===== src/rtl/pic_pkg.sv =====
package pic_pkg;

    typedef enum logic [1:0] {
        REG_MASK   = 2'd0,
        REG_VECTOR = 2'd1,
        REG_ACK    = 2'd2,
        REG_EOI    = 2'd3
    } pic_reg_e;

    typedef enum logic [1:0] {
        ST_IDLE   = 2'd0,
        ST_ACTIVE = 2'd1,
        ST_NESTED = 2'd2
    } svc_state_e;

endpackage


===== src/rtl/pic_prio_enc.sv =====
module pic_prio_enc #(
    parameter int N     = 8,
    parameter int IDX_W = (N > 1) ? $clog2(N) : 1
) (
    input  logic [N-1:0]     req,
    output logic [IDX_W-1:0] idx,
    output logic             found
);

    // lowest index wins: scan from the top so lower indices overwrite
    always_comb begin
        idx   = '0;
        found = 1'b0;
        for (int i = N - 1; i >= 0; i--) begin
            if (req[i]) begin
                idx   = IDX_W'(i);
                found = 1'b1;
            end
        end
    end

endmodule


===== src/rtl/pic_svc_track.sv =====
module pic_svc_track
    import pic_pkg::*;
#(
    parameter int N     = 8,
    parameter int IDX_W = (N > 1) ? $clog2(N) : 1
) (
    input  logic             clk,
    input  logic             rst_n,
    input  logic             ack_go,
    input  logic             eoi_go,
    input  logic             win_valid,
    input  logic [IDX_W-1:0] win_idx,
    output logic [N-1:0]     isr_o,
    output logic [IDX_W-1:0] top_idx,
    output logic             top_valid
);

    svc_state_e   state_q, state_d;
    logic [N-1:0] isr_q, isr_d;

    pic_prio_enc #(.N(N), .IDX_W(IDX_W)) u_top_enc (
        .req   (isr_q),
        .idx   (top_idx),
        .found (top_valid)
    );

    // state register
    always_ff @(posedge clk) begin
        if (!rst_n) begin
            state_q <= ST_IDLE;
            isr_q   <= '0;
        end else begin
            state_q <= state_d;
            isr_q   <= isr_d;
        end
    end

    // transitions: ACK_FIRST, ACK_NEST, EOI_LAST, EOI_UNNEST
    always_comb begin
        state_d = state_q;
        isr_d   = isr_q;
        unique case (state_q)
            ST_IDLE: begin
                if (ack_go && win_valid) begin
                    isr_d[win_idx] = 1'b1;
                    state_d        = ST_ACTIVE;
                end
            end
            ST_ACTIVE: begin
                if (ack_go && win_valid) begin
                    isr_d[win_idx] = 1'b1;
                    state_d        = ST_NESTED;
                end else if (eoi_go) begin
                    isr_d[top_idx] = 1'b0;
                    state_d        = ST_IDLE;
                end
            end
            ST_NESTED: begin
                if (ack_go && win_valid) begin
                    isr_d[win_idx] = 1'b1;
                end else if (eoi_go) begin
                    isr_d[top_idx] = 1'b0;
                    if ($countones(isr_q) == 2) state_d = ST_ACTIVE;
                end
            end
            default: begin
                state_d = ST_IDLE;
                isr_d   = '0;
            end
        endcase
    end

    // outputs
    always_comb begin
        isr_o = isr_q;
    end

endmodule


===== src/rtl/pic_nest_ctrl.sv =====
module pic_nest_ctrl
    import pic_pkg::*;
#(
    parameter int NUM_SRC = 8,
    parameter int DATA_W  = 8
) (
    input  logic               clk,
    input  logic               rst_n,
    input  logic [NUM_SRC-1:0] irq_i,
    input  logic               bus_wr,
    input  logic               bus_rd,
    input  logic [1:0]         bus_addr,
    input  logic [DATA_W-1:0]  bus_wdata,
    output logic [DATA_W-1:0]  bus_rdata,
    output logic               cpu_irq
);

    localparam int IDX_W = (NUM_SRC > 1) ? $clog2(NUM_SRC) : 1;

    pic_reg_e           reg_sel;
    logic [NUM_SRC-1:0] mask_q;
    logic [NUM_SRC-1:0] isr;
    logic [NUM_SRC-1:0] allow;
    logic [NUM_SRC-1:0] qual;
    logic [IDX_W-1:0]   win_idx, top_idx;
    logic               win_valid, top_valid;
    logic               ack_go, eoi_go;
    logic [DATA_W-1:0]  mask_word, vec_word, isr_word;

    assign reg_sel = pic_reg_e'(bus_addr);
    assign ack_go  = bus_wr && (reg_sel == REG_ACK) && bus_wdata[0];
    assign eoi_go  = bus_wr && (reg_sel == REG_EOI) && bus_wdata[0];

    // priority threshold from the in-service register
    for (genvar g = 0; g < NUM_SRC; g++) begin : g_allow
        localparam logic [IDX_W-1:0] GI = IDX_W'(g);
        assign allow[g] = !top_valid || (GI < top_idx);
    end

    assign qual = irq_i & ~mask_q & allow;

    pic_prio_enc #(.N(NUM_SRC), .IDX_W(IDX_W)) u_win_enc (
        .req   (qual),
        .idx   (win_idx),
        .found (win_valid)
    );

    pic_svc_track #(.N(NUM_SRC), .IDX_W(IDX_W)) u_svc (
        .clk       (clk),
        .rst_n     (rst_n),
        .ack_go    (ack_go),
        .eoi_go    (eoi_go),
        .win_valid (win_valid),
        .win_idx   (win_idx),
        .isr_o     (isr),
        .top_idx   (top_idx),
        .top_valid (top_valid)
    );

    assign cpu_irq = win_valid;

    always_ff @(posedge clk) begin
        if (!rst_n) begin
            mask_q <= '1;
        end else if (bus_wr && (reg_sel == REG_MASK)) begin
            mask_q <= bus_wdata[NUM_SRC-1:0];
        end
    end

    always_comb begin
        mask_word                 = '0;
        mask_word[NUM_SRC-1:0]    = mask_q;
        isr_word                  = '0;
        isr_word[NUM_SRC-1:0]     = isr;
        vec_word                  = '0;
        if (win_valid) begin
            vec_word[DATA_W-1]    = 1'b1;
            vec_word[IDX_W-1:0]   = win_idx;
        end
    end

    always_ff @(posedge clk) begin
        if (!rst_n) begin
            bus_rdata <= '0;
        end else if (bus_rd) begin
            unique case (reg_sel)
                REG_MASK:   bus_rdata <= mask_word;
                REG_VECTOR: bus_rdata <= vec_word;
                REG_ACK:    bus_rdata <= isr_word;
                REG_EOI:    bus_rdata <= '0;
                default:    bus_rdata <= '0;
            endcase
        end
    end

endmodule


===== config.mk =====
export PLATFORM = sky130hd
export DESIGN_NAME = pic_nest_ctrl
export DESIGN_NICKNAME = d
export VERILOG_FILES = /design/src/rtl/pic_pkg.sv /design/src/rtl/pic_prio_enc.sv /design/src/rtl/pic_svc_track.sv /design/src/rtl/pic_nest_ctrl.sv
export SDC_FILE = /design/constraint.sdc
export NUM_CORES = 1
export LEC_CHECK = 0
export CORE_ASPECT_RATIO = 1.5
export CORE_MARGIN = 5
export CORE_UTILIZATION = 25
export CTS_CLUSTER_SIZE = 14
export DETAILED_ROUTE_END_ITERATION = 10
export SLEW_MARGIN = 20
export SYNTH_ARGS = -nofsm -noshare
export SYNTH_HDL_FRONTEND = slang
export SYNTH_SLANG_ARGS = --single-unit
export TNS_END_PERCENT = 1

===== constraint.sdc =====
create_clock -name clk -period 3.9 [get_ports clk]
set_input_delay 0.585 -clock clk [delete_from_list [all_inputs] [get_ports clk]]
set_output_delay 0.585 -clock clk [all_outputs]
set_load 0.005 [all_outputs]

==> results.txt <==
Share of post-route cells with drive strength above 1: 9.70%
Die Y: 116 um
Async SR Flop Fraction: 0%
Busiest grt layer: met2
Startpoint types: register
Hold path cells: 2
Total negative setup slack: 0 ns
Hold endpoint: mask_q[3]
Syn-to-layout area delta: 28.0%
Met2 Usage GRT: 24.3%
Core area: 7270 um2
Rel. slew slack: 36.9%
Final hold violation count: 0
Outcome: complete, no violations
Arrival time at the worst endpoint: 3.87 ns
GRT Util Overall: 11.9%
Vias post-DR: 1,800
DRT iter0 DRCs: 55
Top cell type's share of synthesized area: 27.6%
WP buf/inv: 3
R2R cell count: 13
Peak Freq: 274 MHz
Rows: 38
Drt total wl: 5390 um
Clock Path Buffers: 2
Max Fanout on Critical Path: 4
Number of H-tree levels: 1
Sequential share of the synthesized area: 27.6%
Synthesized area: 1880 um2
Slew Limit Fails: 0
CP delay by family, top: adder cells
CTS Buf Count: 3
Worst EP required: 4.12 ns
Hold Crit Start: mask_q[3]
Post-layout nets: 308
Die width: 80.9 um
Synth Net Count: 275
GPL Wtd Cong: 0.866
Top Ports: 31
Crit path max-delay cell type: or4b_4
Power Dens Cells: 308 nW/um2
Post-DP HPWL: 4360 um
Mapped Cells: 236
Met1 Usage GRT: 11.4%
Post-route minimum period: 3.64 ns
Total congestion overflow: 0
Synth Area per Inst: 7.98 um2
Vias in the first global route: 1,825
Sink Count: 26
Synth unique cells: 47
CP Capture Type: register
Main synth FF type: dfxtp_1
Later-pin clock latency in the skew report: 0.29 ns
RSZ-0062 raised after global routing: no
Final setup violation count: 0
Reg-to-reg startpoint: u_svc.isr_o[6]
Crit-path cells: inv_1 -> ha_1 -> inv_1 -> fa_1 -> inv_1 -> fa_1 -> ha_1 -> fa_1 -> or4b_4 -> o21ai_2 -> o21ai_2 -> or3_1 -> a21boi_1
Final Non-Filler Cells: 368
Crit Path Category: reg -> reg
Crit-path max cell delay: 0.50 ns
Placed cell count: 363
Top post-synthesis cells by area: dfxtp_1 28%, ha_1 8.6%, nand2_1 4.8%
Tightest Pin Transition: 0.943 ns
First-pass GRT wire length: 8730 um
Avg WL per Cell: 14.6 um
Clock root buffer master: clkbuf_8
Initial core utilization: 25.9%
Number of synthesis warnings: 0
Initial antenna violation count: 0
Routed Antenna Nets: 0
Largest area contributor in the netlist: dfxtp_1
Post-synthesis sequential element count: 26
Worst Hold Class: reg -> reg
Clk slew on worst S/H paths: 0.10 ns
GR Util met3: 0.926%
Largest net degree at the start of global routing: 28
Post-synth EDFFs: 0
Reg2Reg Capture Point: u_svc.state_q[0]
Buffers on Ports: 30
Die area: 9410 um2
Max-capacitance violation count: 0
N_diodes: 0
Final worst-path cycle share: 93.4%
CTS tree: yes
Worst VDD drop: 0.242 mV
Vias per cell: 4.89
LEAKAGE: 1.03 nW
Clock Skew: 0.00360 ns
FF-to-FF setup slack: 0.26 ns
DR DRC count: 0
DR pass1 iterations: 4
## final cells by class
type | count | area, um2
fillers | 776 | 4860
repair buffers | 38 | 360
inverters | 17 | 63.8
well taps | 100 | 125
clock inverters | 1 | 30.0
clock buffers | 3 | 41.3
flip-flops and latches | 26 | 523
multi-input cells | 183 | 1270
## repair_timing
| action | in CTS | in global routing |
|---|---|---|
| hold buffers | 0 | 0 |
| resized for setup | 1 | 4 |
| pin swaps | 0 | 1 |
| setup endpoints to repair | 1 | 2 |
| buffers inserted | 0 | 1 |
## metal layers
metal	vias to the layer above	routed length [um]	share of wire, %
met4	0	184	3.4
met2	46	3090	57
met3	14	151	2.8
met1	837	1970	36
met5	-	0	0
li1	903	-	-
## worst reg2reg max path: stages (launching register included)
cell	delay [ns]
dfxtp_2	0.36
inv_1	0.06
ha_1	0.27
inv_1	0.05
fa_1	0.41
inv_1	0.08
fa_1	0.42
ha_1	0.22
fa_1	0.43
or4b_4	0.50
o21ai_2	0.19
o21ai_2	0.09
or3_1	0.35
a21boi_1	0.14
## stage by stage
step / hold slack, ns / instance area, um2 / total power [mW] / utilization, % / setup slack [ns]
6_report: 0.490 / 2410 / 0.743 / 33.2 / 0.256
5_1_grt: 0.513 / 2410 / 0.778 / 33.2 / 0.0474
4_1_cts: 0.494 / 2390 / 0.748 / 32.9 / 0.00770
3_5_place_dp: 0.480 / 2320 / 0.512 / 31.9 / -0.0518
3_3_place_gp: 0.471 / 2320 / 0.510 / 31.9 / 0.0741
2_1_floorplan: 0.453 / 1880 / 0.427 / - / 0.211
## kinds of logic after synthesis
logic type               after synthesis  synth area share, %
flip-flops                            26                 27.6
multiplexers                           8                 4.25
buffers and inverters                 27                 5.44
AO/OA/AOI/OAI                         59                 22.0
AND/OR/NAND/NOR                       99                 27.8
adder cells (fa/ha/maj)               17                 12.9
## power breakdown
| part | leakage (nW) | switching (mW) | internal (mW) |
|---|---|---|---|
| Combinational | 0.782 | 0.114 | 0.0974 |
| Sequential | 0.213 | 0.0157 | 0.280 |
| Clock | 0.0357 | 0.0980 | 0.138 |
| Total | 1.03 | 0.228 | 0.515 |
## how the worst max path moves through the flow
stage / startpoint / end / slack, ns / depth (start not counted)
floorplan: u_svc.isr_o[6] / u_svc.state_q[0] / 0.21 / 13
global placement: u_svc.isr_o[6] / u_svc.state_q[0] / 0.07 / 13
detailed placement: u_svc.isr_o[6] / u_svc.state_q[0] / -0.05 / 13
CTS: u_svc.isr_o[6] / u_svc.state_q[0] / 0.008 / 13
global route: u_svc.isr_o[6] / u_svc.state_q[0] / 0.05 / 13
finish: u_svc.isr_o[6] / u_svc.state_q[0] / 0.26 / 13
## layout by cell type, fill, tap and decap left out, drive strengths merged, types with 3 or more instances in the layout
cell type	instances
mux2i	8
fa	4
nor2b	4
buf	8
o311a	3
o22ai	4
o21ai	15
o211ai	4
nand2b	9
ha	13
and2	7
clkbuf	3
nand3	9
dfxtp	26
or3	5
nor3b	5
clkdlybuf4s50	30
nor2	20
a21oi	11
inv	17
nor3	5
a31oi	5
a21boi	3
nand2	24
## flip-flops by register name (all words and copies together), names as in the netlist
signal	cells
bus_rdata	8
mask_q	8
u_svc.isr_o	8
u_svc.state_q	2
## cells in the mapped netlist (5+ instances only)
| master | number |
|---|---|
| a21oi_1 | 11 |
| and2_1 | 7 |
| clkbuf_1 | 8 |
| dfxtp_1 | 26 |
| ha_1 | 13 |
| inv_1 | 17 |
| mux2i_1 | 8 |
| nand2_1 | 24 |
| nand2b_1 | 9 |
| nand3_1 | 9 |
| nor2_1 | 20 |
| nor3_1 | 5 |
| nor3b_1 | 5 |
| o21ai_0 | 13 |
Note: power is estimated with default switching activity, not from simulation.
